[config.mk]
export PLATFORM = sky130hd
export DESIGN_NAME = txch_status
export DESIGN_NICKNAME = d
export VERILOG_FILES = /design/src/rtl/txcs_pkg.sv /design/src/rtl/txcs_chan.sv /design/src/rtl/txcs_errreg.sv /design/src/rtl/txch_status.sv
export SDC_FILE = /design/constraint.sdc
export NUM_CORES = 1
export LEC_CHECK = 0
export BUFFER_PORTS_ARGS = -buffer_cell sky130_fd_sc_hd__buf_2
export CAP_MARGIN = 20
export CORE_ASPECT_RATIO = 1.75
export CORE_MARGIN = 2
export CORE_UTILIZATION = 55
export CTS_CLUSTER_SIZE = 20
export DETAILED_ROUTE_END_ITERATION = 8
export PLACE_DENSITY = 0.86
export SYNTH_ARGS = -nofsm -noshare
export SYNTH_HDL_FRONTEND = slang
export SYNTH_HIERARCHICAL = 1
export SYNTH_SLANG_ARGS = --single-unit
[constraint.sdc]
create_clock -name clk -period 2.4 [get_ports clk]
set_input_delay 0.24 -clock clk [delete_from_list [all_inputs] [get_ports clk]]
set_output_delay 0.24 -clock clk [all_outputs]
set_load 0.005 [all_outputs]
[src/rtl/txcs_pkg.sv]
package txcs_pkg;

  typedef enum logic [1:0] {
    MODE_OFF  = 2'b00,
    MODE_EOF  = 2'b01,
    MODE_RUN  = 2'b10,
    MODE_RSVD = 2'b11
  } chmode_e;

  // configuration field positions
  localparam int CFG_MODE_LSB = 30;
  localparam int CFG_REQEN    = 3;

  // status field bases
  localparam int ST_EMPTY_BASE  = 24;
  localparam int ST_NOPEND_BASE = 16;

  // error field bases
  localparam int ER_CREDIT_BASE = 0;
  localparam int ER_DBLACT_BASE = 9;
  localparam int ER_ADDR_BIT    = 31;
  localparam int ER_DWSHORT_BIT = 30;

  // next credit value: push consumes, drain returns, both saturate
  function automatic int credit_step(input int cur, input bit push,
                                     input bit drain, input int max);
    if (push && !drain) return (cur > 0) ? cur - 1 : 0;
    if (drain && !push) return (cur < max) ? cur + 1 : max;
    return cur;
  endfunction

  // implemented error bits for a given channel count
  function automatic logic [31:0] err_mask(input int nch);
    logic [31:0] m;
    m = '0;
    for (int i = 0; i < nch; i++) begin
      m[ER_CREDIT_BASE + i] = 1'b1;
      m[ER_DBLACT_BASE + i] = 1'b1;
    end
    m[ER_ADDR_BIT]    = 1'b1;
    m[ER_DWSHORT_BIT] = 1'b1;
    return m;
  endfunction

endpackage

[src/rtl/txcs_chan.sv]
module txcs_chan
  import txcs_pkg::*;
#(
  parameter int CREDIT_MAX = 16,
  parameter int CW = $clog2(CREDIT_MAX + 1)
) (
  input  logic          clk,
  input  logic          rst_n,
  input  logic          cfg_we,
  input  logic [1:0]    cfg_mode,
  input  logic          cfg_reqen,
  input  logic          act,
  input  logic          done,
  input  logic          push,
  input  logic          drain,
  input  logic          full,
  output logic          dma_req,
  output logic [CW-1:0] credit,
  output logic          buf_empty,
  output logic          no_pend,
  output logic          ev_credit_err,
  output logic          ev_dblact
);

  localparam logic [CW-1:0] CMAX = CW'(CREDIT_MAX);

  chmode_e       mode_q;
  logic          reqen_q;
  logic          trb_q;
  logic          hold_q;
  logic [CW-1:0] credit_q;

  chmode_e       mode_new;
  logic          hold_d;
  logic          running;
  logic          credit_nz;

  assign mode_new  = chmode_e'(cfg_mode);
  assign credit_nz = (credit_q != '0);

  // end-of-frame latch: remembers the command in flight when pausing
  always_comb begin
    hold_d = hold_q;
    if (done)
      hold_d = 1'b0;
    else if (cfg_we)
      hold_d = (mode_new == MODE_EOF) &&
               ((mode_q == MODE_EOF) ? hold_q : trb_q);
  end

  always_ff @(posedge clk) begin
    if (!rst_n) begin
      mode_q   <= MODE_OFF;
      reqen_q  <= 1'b0;
      trb_q    <= 1'b0;
      hold_q   <= 1'b0;
      credit_q <= CMAX;
    end else begin
      if (cfg_we) begin
        mode_q  <= mode_new;
        reqen_q <= cfg_reqen;
      end
      if (act)       trb_q <= 1'b1;
      else if (done) trb_q <= 1'b0;
      hold_q   <= hold_d;
      credit_q <= CW'(credit_step(int'(credit_q), push, drain, CREDIT_MAX));
    end
  end

  assign running = reqen_q &&
                   ((mode_q == MODE_RUN) || ((mode_q == MODE_EOF) && hold_q));

  assign dma_req       = running && trb_q && credit_nz;
  assign credit        = credit_q;
  assign buf_empty     = (credit_q == CMAX);
  assign no_pend       = !trb_q;
  assign ev_credit_err = full && credit_nz;
  assign ev_dblact     = act && trb_q && !done;

  a_r4_credit_bound: assert property (@(posedge clk) disable iff (!rst_n)
    credit_q <= CMAX);

  a_r4_push_dec: assert property (@(posedge clk) disable iff (!rst_n)
    (push && !drain && credit_nz) |=> (credit_q == $past(credit_q) - 1'b1));

  a_r4_drain_inc: assert property (@(posedge clk) disable iff (!rst_n)
    (drain && !push && (credit_q != CMAX)) |=> (credit_q == $past(credit_q) + 1'b1));

  a_r11_off_no_req: assert property (@(posedge clk) disable iff (!rst_n)
    (cfg_we && (cfg_mode == 2'b00)) |=> !dma_req);

  a_r3_eof_new_cmd: assert property (@(posedge clk) disable iff (!rst_n)
    ((mode_q == MODE_EOF) && !cfg_we && !trb_q && act) |=> !dma_req);

endmodule

[src/rtl/txcs_errreg.sv]
module txcs_errreg #(
  parameter int          W    = 32,
  parameter logic [31:0] MASK = 32'hFFFF_FFFF
) (
  input  logic         clk,
  input  logic         rst_n,
  input  logic [W-1:0] set_vec,
  input  logic [W-1:0] clr_vec,
  output logic [W-1:0] q
);

  logic [W-1:0] q_r;
  logic [W-1:0] q_d;

  // set has priority over write-1 clear
  assign q_d = ((q_r & ~clr_vec) | set_vec) & MASK[W-1:0];

  always_ff @(posedge clk) begin
    if (!rst_n) q_r <= '0;
    else        q_r <= q_d;
  end

  assign q = q_r;

  a_r10_set_wins: assert property (@(posedge clk) disable iff (!rst_n)
    (|(set_vec & MASK[W-1:0])) |=> ((q_r & $past(set_vec & MASK[W-1:0])) == $past(set_vec & MASK[W-1:0])));

  a_r9_sticky: assert property (@(posedge clk) disable iff (!rst_n)
    (|(q_r & ~clr_vec)) |=> ((q_r & $past(q_r & ~clr_vec)) == $past(q_r & ~clr_vec)));

  a_r9_clear: assert property (@(posedge clk) disable iff (!rst_n)
    (|(clr_vec & ~set_vec)) |=> ((q_r & $past(clr_vec & ~set_vec)) == '0));

  a_r8_unused_zero: assert property (@(posedge clk) disable iff (!rst_n)
    (q_r & ~MASK[W-1:0]) == '0);

endmodule

[src/rtl/txch_status.sv]
module txch_status
  import txcs_pkg::*;
#(
  parameter int NCH        = 8,
  parameter int CREDIT_MAX = 16,
  parameter int SELW       = $clog2(NCH),
  parameter int CW         = $clog2(CREDIT_MAX + 1)
) (
  input  logic              clk,
  input  logic              rst_n,
  input  logic              cfg_we,
  input  logic [SELW-1:0]   cfg_sel,
  input  logic [31:0]       cfg_wdata,
  input  logic              err_clr_we,
  input  logic [31:0]       err_clr_data,
  input  logic [NCH-1:0]    act_cmd,
  input  logic [NCH-1:0]    cmd_done,
  input  logic [NCH-1:0]    word_push,
  input  logic [NCH-1:0]    word_drain,
  input  logic [NCH-1:0]    fifo_full,
  input  logic              addr_err,
  input  logic              dw_short,
  output logic [NCH-1:0]    dma_req,
  output logic [NCH*CW-1:0] credit_o,
  output logic [31:0]       status_o,
  output logic [31:0]       error_o
);

  localparam logic [31:0] EMASK = err_mask(NCH);

  logic [NCH-1:0] ch_we;
  logic [NCH-1:0] ch_empty;
  logic [NCH-1:0] ch_nopend;
  logic [NCH-1:0] ev_credit;
  logic [NCH-1:0] ev_dbl;
  logic [31:0]    err_set;
  logic [31:0]    err_clr;

  genvar g;
  generate
    for (g = 0; g < NCH; g++) begin : g_ch
      assign ch_we[g] = cfg_we && (cfg_sel == SELW'(g));

      txcs_chan #(.CREDIT_MAX(CREDIT_MAX), .CW(CW)) u_chan (
        .clk           (clk),
        .rst_n         (rst_n),
        .cfg_we        (ch_we[g]),
        .cfg_mode      (cfg_wdata[CFG_MODE_LSB +: 2]),
        .cfg_reqen     (cfg_wdata[CFG_REQEN]),
        .act           (act_cmd[g]),
        .done          (cmd_done[g]),
        .push          (word_push[g]),
        .drain         (word_drain[g]),
        .full          (fifo_full[g]),
        .dma_req       (dma_req[g]),
        .credit        (credit_o[g*CW +: CW]),
        .buf_empty     (ch_empty[g]),
        .no_pend       (ch_nopend[g]),
        .ev_credit_err (ev_credit[g]),
        .ev_dblact     (ev_dbl[g])
      );
    end
  endgenerate

  always_comb begin
    status_o = '0;
    err_set  = '0;
    for (int i = 0; i < NCH; i++) begin
      status_o[ST_EMPTY_BASE + i]  = ch_empty[i];
      status_o[ST_NOPEND_BASE + i] = ch_nopend[i];
      err_set[ER_CREDIT_BASE + i]  = ev_credit[i];
      err_set[ER_DBLACT_BASE + i]  = ev_dbl[i];
    end
    err_set[ER_ADDR_BIT]    = addr_err;
    err_set[ER_DWSHORT_BIT] = dw_short;
  end

  assign err_clr = err_clr_we ? err_clr_data : '0;

  txcs_errreg #(.W(32), .MASK(EMASK)) u_err (
    .clk     (clk),
    .rst_n   (rst_n),
    .set_vec (err_set),
    .clr_vec (err_clr),
    .q       (error_o)
  );

  a_r12_one_cfg: assert property (@(posedge clk) disable iff (!rst_n)
    $onehot0(ch_we));

endmodule

Word level (Yosys, flattened, before mapping) --
Index checks and enable logic that the tools add are counted.
Cells by class: reduce and logical (&&, ||, !) cells 161, add/subtract/negate cells 16, bitwise logic cells 4, equality and inequality tests 32, $lt $le $gt $ge 16, multiplexer cells 113
Operators with widths (count):
- two-way mux 5 bit | 48
- logical AND 1 bit | 88
- two-way mux 1 bit | 64
- adder 5 x 1 -> 5 bit, second input constant | 8
- equality test 5 bit, second input constant | 8
- > comparator 5 x 1 -> 1 bit, second input constant | 8
- less-than comparator 5 bit, second input constant | 8
- nonzero test 5 bit | 8
- subtractor 5 x 1 -> 5 bit, second input constant | 8
- AND 32 bit | 1
- zero test 1 bit | 32
- two-way mux 32 bit | 1
- inverter 32 bit | 1
- OR 32 bit | 1
- nonzero test 2 bit | 16
- equality test 2 x 1 -> 1 bit, second input constant | 9
- equality test 2 bit, second input constant | 8
- OR reduction 2 bit | 8
- equality test 3 bit, second input constant | 4
- logical OR 1 bit | 8
- equality test 3 x 2 -> 1 bit, second input constant | 2
- equality test 3 x 1 -> 1 bit, second input constant | 1
- zero test 3 bit | 1
- inverter 1 bit | 1
Word-level totals: output and inout port bits 112, bits in registers 112

Depth between registers and ports, before layout --
Gate-level depths: netlist (run 1).
depth after elaboration 8, gate-level depth with buffers 6, depth with buffers taken out 6

Modules after synthesis --
Netlist (run 1), hierarchy kept.
Modules (own cells, without submodules):
- txcs_chan | cells an instance 80, area an instance 676.9 um^2, times used 8
- txcs_errreg | cells an instance 71, area an instance 748.2 um^2, times used 1
- txch_status | cells an instance 60, area an instance 470.5 um^2, times used 1

Least setup slack after synthesis (run 1) --
No wires, ideal clock.
path type register to register, start point reg g_ch[0].u_chan.credit_q[0], end point reg g_ch[0].u_chan.credit_q[3], arrival 1.236 ns, slack 1.044 ns, required time 2.280 ns, buffers on the path 0, cell stages (with the launch flop) 6, setup time 0.120 ns, cell sequence dfxtp_1 > inv_1 > ha_1 > nor4b_4 > nor4_1 > o31a_1
Between the ends: cells in the longest elaborated chain, start to end 6, elaborated cells on any way between the ends 10, classes of those cells add/sub: 2; order compare: 2; mux: 6
Ends and longest elaborated chain:
- from (decl) | line txcs_chan.sv:31 | logic [CW-1:0] credit_q;
- from (signal assigned) | line txcs_chan.sv:66 | credit_q <= CW'(credit_step(int'(credit_q), push, drain, CREDIT_MAX));
- subtractor 5 x 1 -> 5 bit / > comparator 5 x 1 -> 1 bit (equally long branches) | line txcs_pkg.sv:27 | if (push && !drain) return (cur > 0) ? cur - 1 : 0;
- two-way mux 5 bit (2 in a row) | line txcs_pkg.sv:27
- two-way mux 5 bit | line txcs_pkg.sv:28 | if (drain && !push) return (cur < max) ? cur + 1 : max;
- two-way mux 5 bit | line txcs_pkg.sv:29 | return cur;
- two-way mux 5 bit (*) | line txcs_pkg.sv:28
Mark *: on every way between the ends. The rest lies on a longest branch, timed or not. The select of a mux whose other input is x is not followed. A chain may end at the register's enable or synchronous reset.

Worst setup path after layout (run 1) --
start point reg g_ch[6].u_chan.credit_q[0], end point out dma_req[6]
Between the ends: cells in the longest elaborated chain, start to end 2
Ends and longest elaborated chain:
- from (decl) | line txcs_chan.sv:31
- from (signal assigned) | line txcs_chan.sv:66
- nonzero test 5 bit | line txcs_chan.sv:39 | assign credit_nz = (credit_q != '0);
- logical AND 1 bit | line txcs_chan.sv:73 | assign dma_req = running && trb_q && credit_nz;
- to (decl) | line txch_status.sv:23 | output logic [NCH-1:0] dma_req,
Every way passes these cells.

==> results of run 1 <==
## area by class of cell
type	count	area [um^2]	area share [%]
repair buffers	153	783	10.5
inverters	88	330	4.41
clock buffers	11	243	3.24
multi-input cells	540	3880	51.8
clock inverters	5	125	1.67
flip-flops and latches	98	1960	26.2
well taps	135	169	2.25
## registers in the layout (all words and copies together), names as in the netlist
signal,cells
g_ch.u_chan/hold_q,8
g_ch.u_chan/trb_q,8
g_ch.u_chan/credit,40
g_ch.u_chan/reqen_q,8
u_err/q,18
g_ch.u_chan/mode_q,16
## cells in the final DEF (no fill, tap or decap), types with 9 or more instances in the layout
master,count
nor3_1,24
o21a_1,26
buf_2,151
a21oi_1,32
conb_1,30
and2_2,18
nor3b_1,16
dfxtp_1,98
nor2b_1,66
nand2_1,16
inv_1,88
nor2_1,40
clkbuf_16,9
and4_1,17
a31oi_1,24
ha_1,32
mux2i_1,32
nand3_1,16
o21ai_0,24
## worst max-delay path by stage
stage	startpoint	to	slack, ns
after floorplan	g_ch[0].u_chan/credit[0]$_SDFFE_PN0P_	g_ch[0].u_chan/credit[3]$_SDFFE_PN0P_	1.04
after CTS	g_ch[6].u_chan/credit[0]$_SDFFE_PN0P_	dma_req[6]	0.48
after detailed placement	g_ch[6].u_chan/credit[0]$_SDFFE_PN0P_	g_ch[6].u_chan/credit[3]$_SDFFE_PN0P_	0.82
after global routing	g_ch[3].u_chan/credit[0]$_SDFFE_PN0P_	dma_req[3]	0.33
final	g_ch[6].u_chan/credit[0]$_SDFFE_PN0P_	dma_req[6]	0.51
after global placement	g_ch[6].u_chan/credit[0]$_SDFFE_PN0P_	g_ch[6].u_chan/credit[3]$_SDFFE_PN0P_	0.86
## metal layers
| layer | global-route usage (%) | vias up | wire length [um] |
|---|---|---|---|
| li1 | - | 2835 | - |
| met1 | 24.0 | 2654 | 5830 |
| met2 | 41.5 | 166 | 7660 |
| met3 | 3.94 | 14 | 681 |
| met4 | 7.03 | 0 | 231 |
| met5 | 0 | - | 0 |
## power by group through the flow
stage,combinational [mW],sequential (mW),clock (mW)
after floorplan,0.634,1.83,0
after global placement,0.828,1.87,0
after detailed placement,0.847,1.87,0
after CTS,0.851,1.84,1.80
after global routing,0.944,1.85,1.86
final,0.846,1.84,1.75
## stage by stage
stage	power, mW	cells
4_1_cts	4.49	1030
6_report	4.44	1030
2_1_floorplan	2.47	785
3_5_place_dp	2.72	1014
5_1_grt	4.66	1030
3_3_place_gp	2.70	1014
==> out/qor.yml, run 1 <==
global_routing:
  first_global_vias: 5175
  antenna_found_initial: 0
  grtUsageTotal_pct: 21.9
  grt_overflow: 0
  grt_pass1_wl_um: 23000
  grt_start_max_net_pins: 99
place:
  gp_congestion: 0.880
  port_buffers: 151
  post_dp_cell_area_um2: 7120
  hpwl_um: 10600
  place_ws_ns: 0.823
routing:
  final_antenna_net_count: 0
  drtIter0Drc: 163
  drt_first_pass_iters: 4
  route.detailed.drc: 0
  vias: 5669
  wirelength_um: 14400
  wl_per_cell_um: 14.0
  via_per_inst: 5.50
sta:
  hold_viol_final: 0
  worst_slack_ns: 0.511
  rsz0062_at_grt: "false"
  holdWs_ns: 0.0806
  max_freq_mhz: 529
  period_needed_ns: 1.89
  setup_tns_ns: 0
  setup_violations: 0
  skew_ns: 0.00698
  period_share_pct: 78.7
  finalMaxSlewViolations: 0
clocking:
  clk_pin_slew_ns: 0.07
  cts_buffers: 9
  post_cts_buffers: 0
  cts_tree: "built"
  cts_htree_levels: 3
  ctsResizeCount: 0
  cts_hold_buf: 0
  cts-root-buf: "clkbuf_16"
  cts.path.max_buffers: 2
  worstSkewPairLatency_ns: 0.33
  cts.sinks: 98
worst_setup_path:
  reg2reg_from: "g_ch[1].u_chan/credit[0]$_SDFFE_PN0P_"
  rr_worst_depth: 5
  critPathRequiredTime_ns: 2.16
  path_buf_inv: 2
  crit_path_end_kind: "output port"
  max_stage_delay_ns: 0.39
  crit_slowest_cell: "nor4b_4"
  critical-path-top-delay-family: "simple AND/OR/NAND/NOR gates"
  cp_max_fo: 6
  regToRegSetupSlack_ns: 0.81
  cp.depth: 5
  path_cells: "inv_1 -> ha_1 -> nor4b_4 -> nor3_1 -> buf_2"
  worst-setup-path-type: "register to output port"
  worstPathArrival_ns: 1.65
  r2r-end: "g_ch[1].u_chan/credit[3]$_SDFFE_PN0P_"
  setup.worst_path.start_class: "register"
die:
  io_pins: 225
  dieArea_um2: 12800
  dieHeight_um: 148
  start_util_pct: 56.4
  coreArea_um2: 11600
  die-width_um: 86.4
  num_rows: 52
worst_hold_path:
  hold_end: "g_ch[3].u_chan/hold_q$_SDFFE_PP0P_"
  holdPathStages: 2
  hp-class: "input pin to register"
  holdCritStartpoint: "cmd_done[3]"
power:
  switching_share_pct: 25.9
  cellLeakagePower_nw: 3.27
  ir_drop_mv: 0.363
  combinationalPowerShare_pct: 19.1
  p_int_mw: 3.29
  powerDensity_nw_per_um2: 592
  switchingPower_mw: 1.15
  p_seq_share_pct: 41.4
  p_clk_share_pct: 39.5
logic_synthesis:
  synth_area_um2: 6530
  postSynthAreaPerCell_um2: 8.62
  yosys_warnings: 6
  syn-instance-count: 757
cells_and_area:
  diodes: 0
  final_cell_area_um2: 7490
  drive_gt1_share_pct: 24.8
  nFillCells: 979
  syn2layout_area_growth_pct: 14.8
  nets: 1035
  postLayoutCoreUtil_pct: 64.7
run_status:
  status: "finished clean"
run:
  maxCapViolations: 0
No activity file was read; power rests on OpenSTA's default activity.
==> run 2: changes to the inputs <==
Settings changed: ABC_AREA set to 1, CORE_UTILIZATION 55 to 51, PLACE_DENSITY 0.86 to 0.81.
Clock period 2.4 ns to 1.85 ns, I/O delays scaled along.
==> run 2 against run 1 <==
Global-route usage increased by 0.16 points. Sequential cell count unchanged. Combinational power increased by 52%. Highest routed layer unchanged. Die area increased by 5.2%. Clock skew about the same.
==> out/qor.yml, run 2 <==
logic_synthesis:
  postSynthAreaPerCell_um2: 6.49
  yosys_warnings: 6
  synth_area_um2: 6380
  syn-instance-count: 984
sta:
  rsz0062_at_grt: "false"
  setup_violations: 0
  tightest_slew_ns: 0.560
  period_share_pct: 94.7
  relSlewSlack_pct: 62.6
  skew_ns: 0.00702
  max_freq_mhz: 571
  period_needed_ns: 1.75
  hold_viol_final: 0
  finalMaxSlewViolations: 0
  setup_tns_ns: 0
place:
  port_buffers: 151
  gp_congestion: 0.869
  hpwl_um: 11600
  post_dp_cell_area_um2: 7170
clocking:
  cts.path.max_buffers: 2
  worstSkewPairLatency_ns: 0.33
  cts_tree: "built"
  cts_hold_buf: 0
  cts.sinks: 98
  clk_pin_slew_ns: 0.07
  cts_htree_levels: 3
  cts_buffers: 9
  cts-root-buf: "clkbuf_16"
die:
  io_pins: 225
  coreArea_um2: 12400
  dieHeight_um: 152
  dieArea_um2: 13500
  die-width_um: 88.6
  num_rows: 54
  start_util_pct: 51.6
routing:
  drtIter0Drc: 112
  wirelength_um: 14900
  met3WireLength_um: 722
  final_antenna_net_count: 0
  via_per_inst: 4.78
  wl_met2_um: 8000
  highest_layer: "met4"
  wl_met1_um: 5820
  drt_first_pass_iters: 4
  vias: 6290
  route.detailed.drc: 0
  wl_per_cell_um: 11.3
cells_and_area:
  final_cell_area_um2: 7510
  drive_gt1_share_pct: 22.3
  nets: 1286
  layout_common_cells: "nand2_1 (236), inv_1 (188), buf_2 (151), nor2_1 (90), dfxtp_1 (89)"
  final_common_cell: "nand2_1"
  syn2layout_area_growth_pct: 17.7
  largest_register_ffs: 40
worst_setup_path:
  worst-setup-path-type: "register to output port"
  cp_max_fo: 7
  setup.worst_path.start_class: "register"
  critPathRequiredTime_ns: 1.66
  crit_path_end_kind: "output port"
  worstPathArrival_ns: 1.57
worst_hold_path:
  hp-class: "input pin to register"
global_routing:
  grt_start_max_net_pins: 31
  antenna_found_initial: 1
  grt_overflow: 0
  grtUsageTotal_pct: 22.1
  first_global_vias: 5800
  grt_pass1_wl_um: 24300
run:
  maxCapViolations: 0
power:
  ir_drop_mv: 0.471
  cellLeakagePower_nw: 4.06
  powerDensity_nw_per_um2: 762
run_status:
  status: "finished clean"
-- run 2: final timing paths --
path	from	endpoint	slack [ns]	cells after the start
max	g_ch[1].u_chan/credit[0]$_SDFFE_PN0P_	dma_req[1]	0.1	6
min	dw_short	u_err/q[30]$_SDFF_PN0_	0.09	3
max reg2reg	g_ch[0].u_chan/credit[1]$_SDFFE_PN0P_	g_ch[0].u_chan/credit[2]$_SDFFE_PN0P_	0.57	7
min reg2reg	u_err/q[2]$_SDFF_PN0_	u_err/q[2]$_SDFF_PN0_	0.45	2
-- run 2: timing repair --
action                                  4_1_cts  5_1_grt
resized for setup                             0       10
endpoints found under the setup margin        0        7
setup buffers                                 0        0
-- run 2: power breakdown --
group	internal, mW	switching (mW)
clock	1.22	0.772
sequential	2.25	0.191
combinational	0.532	0.758
-- run 2: layout make-up --
cell class	count	area, um^2
antenna	1	2.50
clock buffer	11	243
clock inverter	5	77.6
fill	1190	4850
inverter	203	762
multi-input combinational	669	3400
sequential	98	1980
tap	168	210
timing repair buffer	160	836
-- run 2: through the flow --
stage	std cells	hold WS [ns]	worst slack (ns)	util, %	total power [mW]
finish	1315	0.0894	0.0981	60.7	5.72
global route	1314	0.0905	0.000810	60.7	6.09
CTS	1314	0.0727	0.0371	60.6	5.79
detailed placement	1298	0.430	0.420	58.0	3.78
global placement	1298	0.424	0.451	58.0	3.75
floorplan	1012	0.269	0.624	-	3.39
-- run 2: worst max-delay path: stages, from the launching register on --
cell and delay [ns]:
dfxtp_1 0.43, inv_1 0.10, ha_1 0.26, nand2_1 0.11, nor2_1 0.06, a21oi_1 0.15
buf_2 0.12
-- run 2: layer usage --
| metal | up-vias | track usage [%] |
|---|---|---|
| met3 | 27 | 3.97 |
| li1 | 3295 | - |
| met4 | 0 | 8.95 |
| met5 | - | 0 |
| met2 | 174 | 41.9 |
| met1 | 2794 | 22.7 |
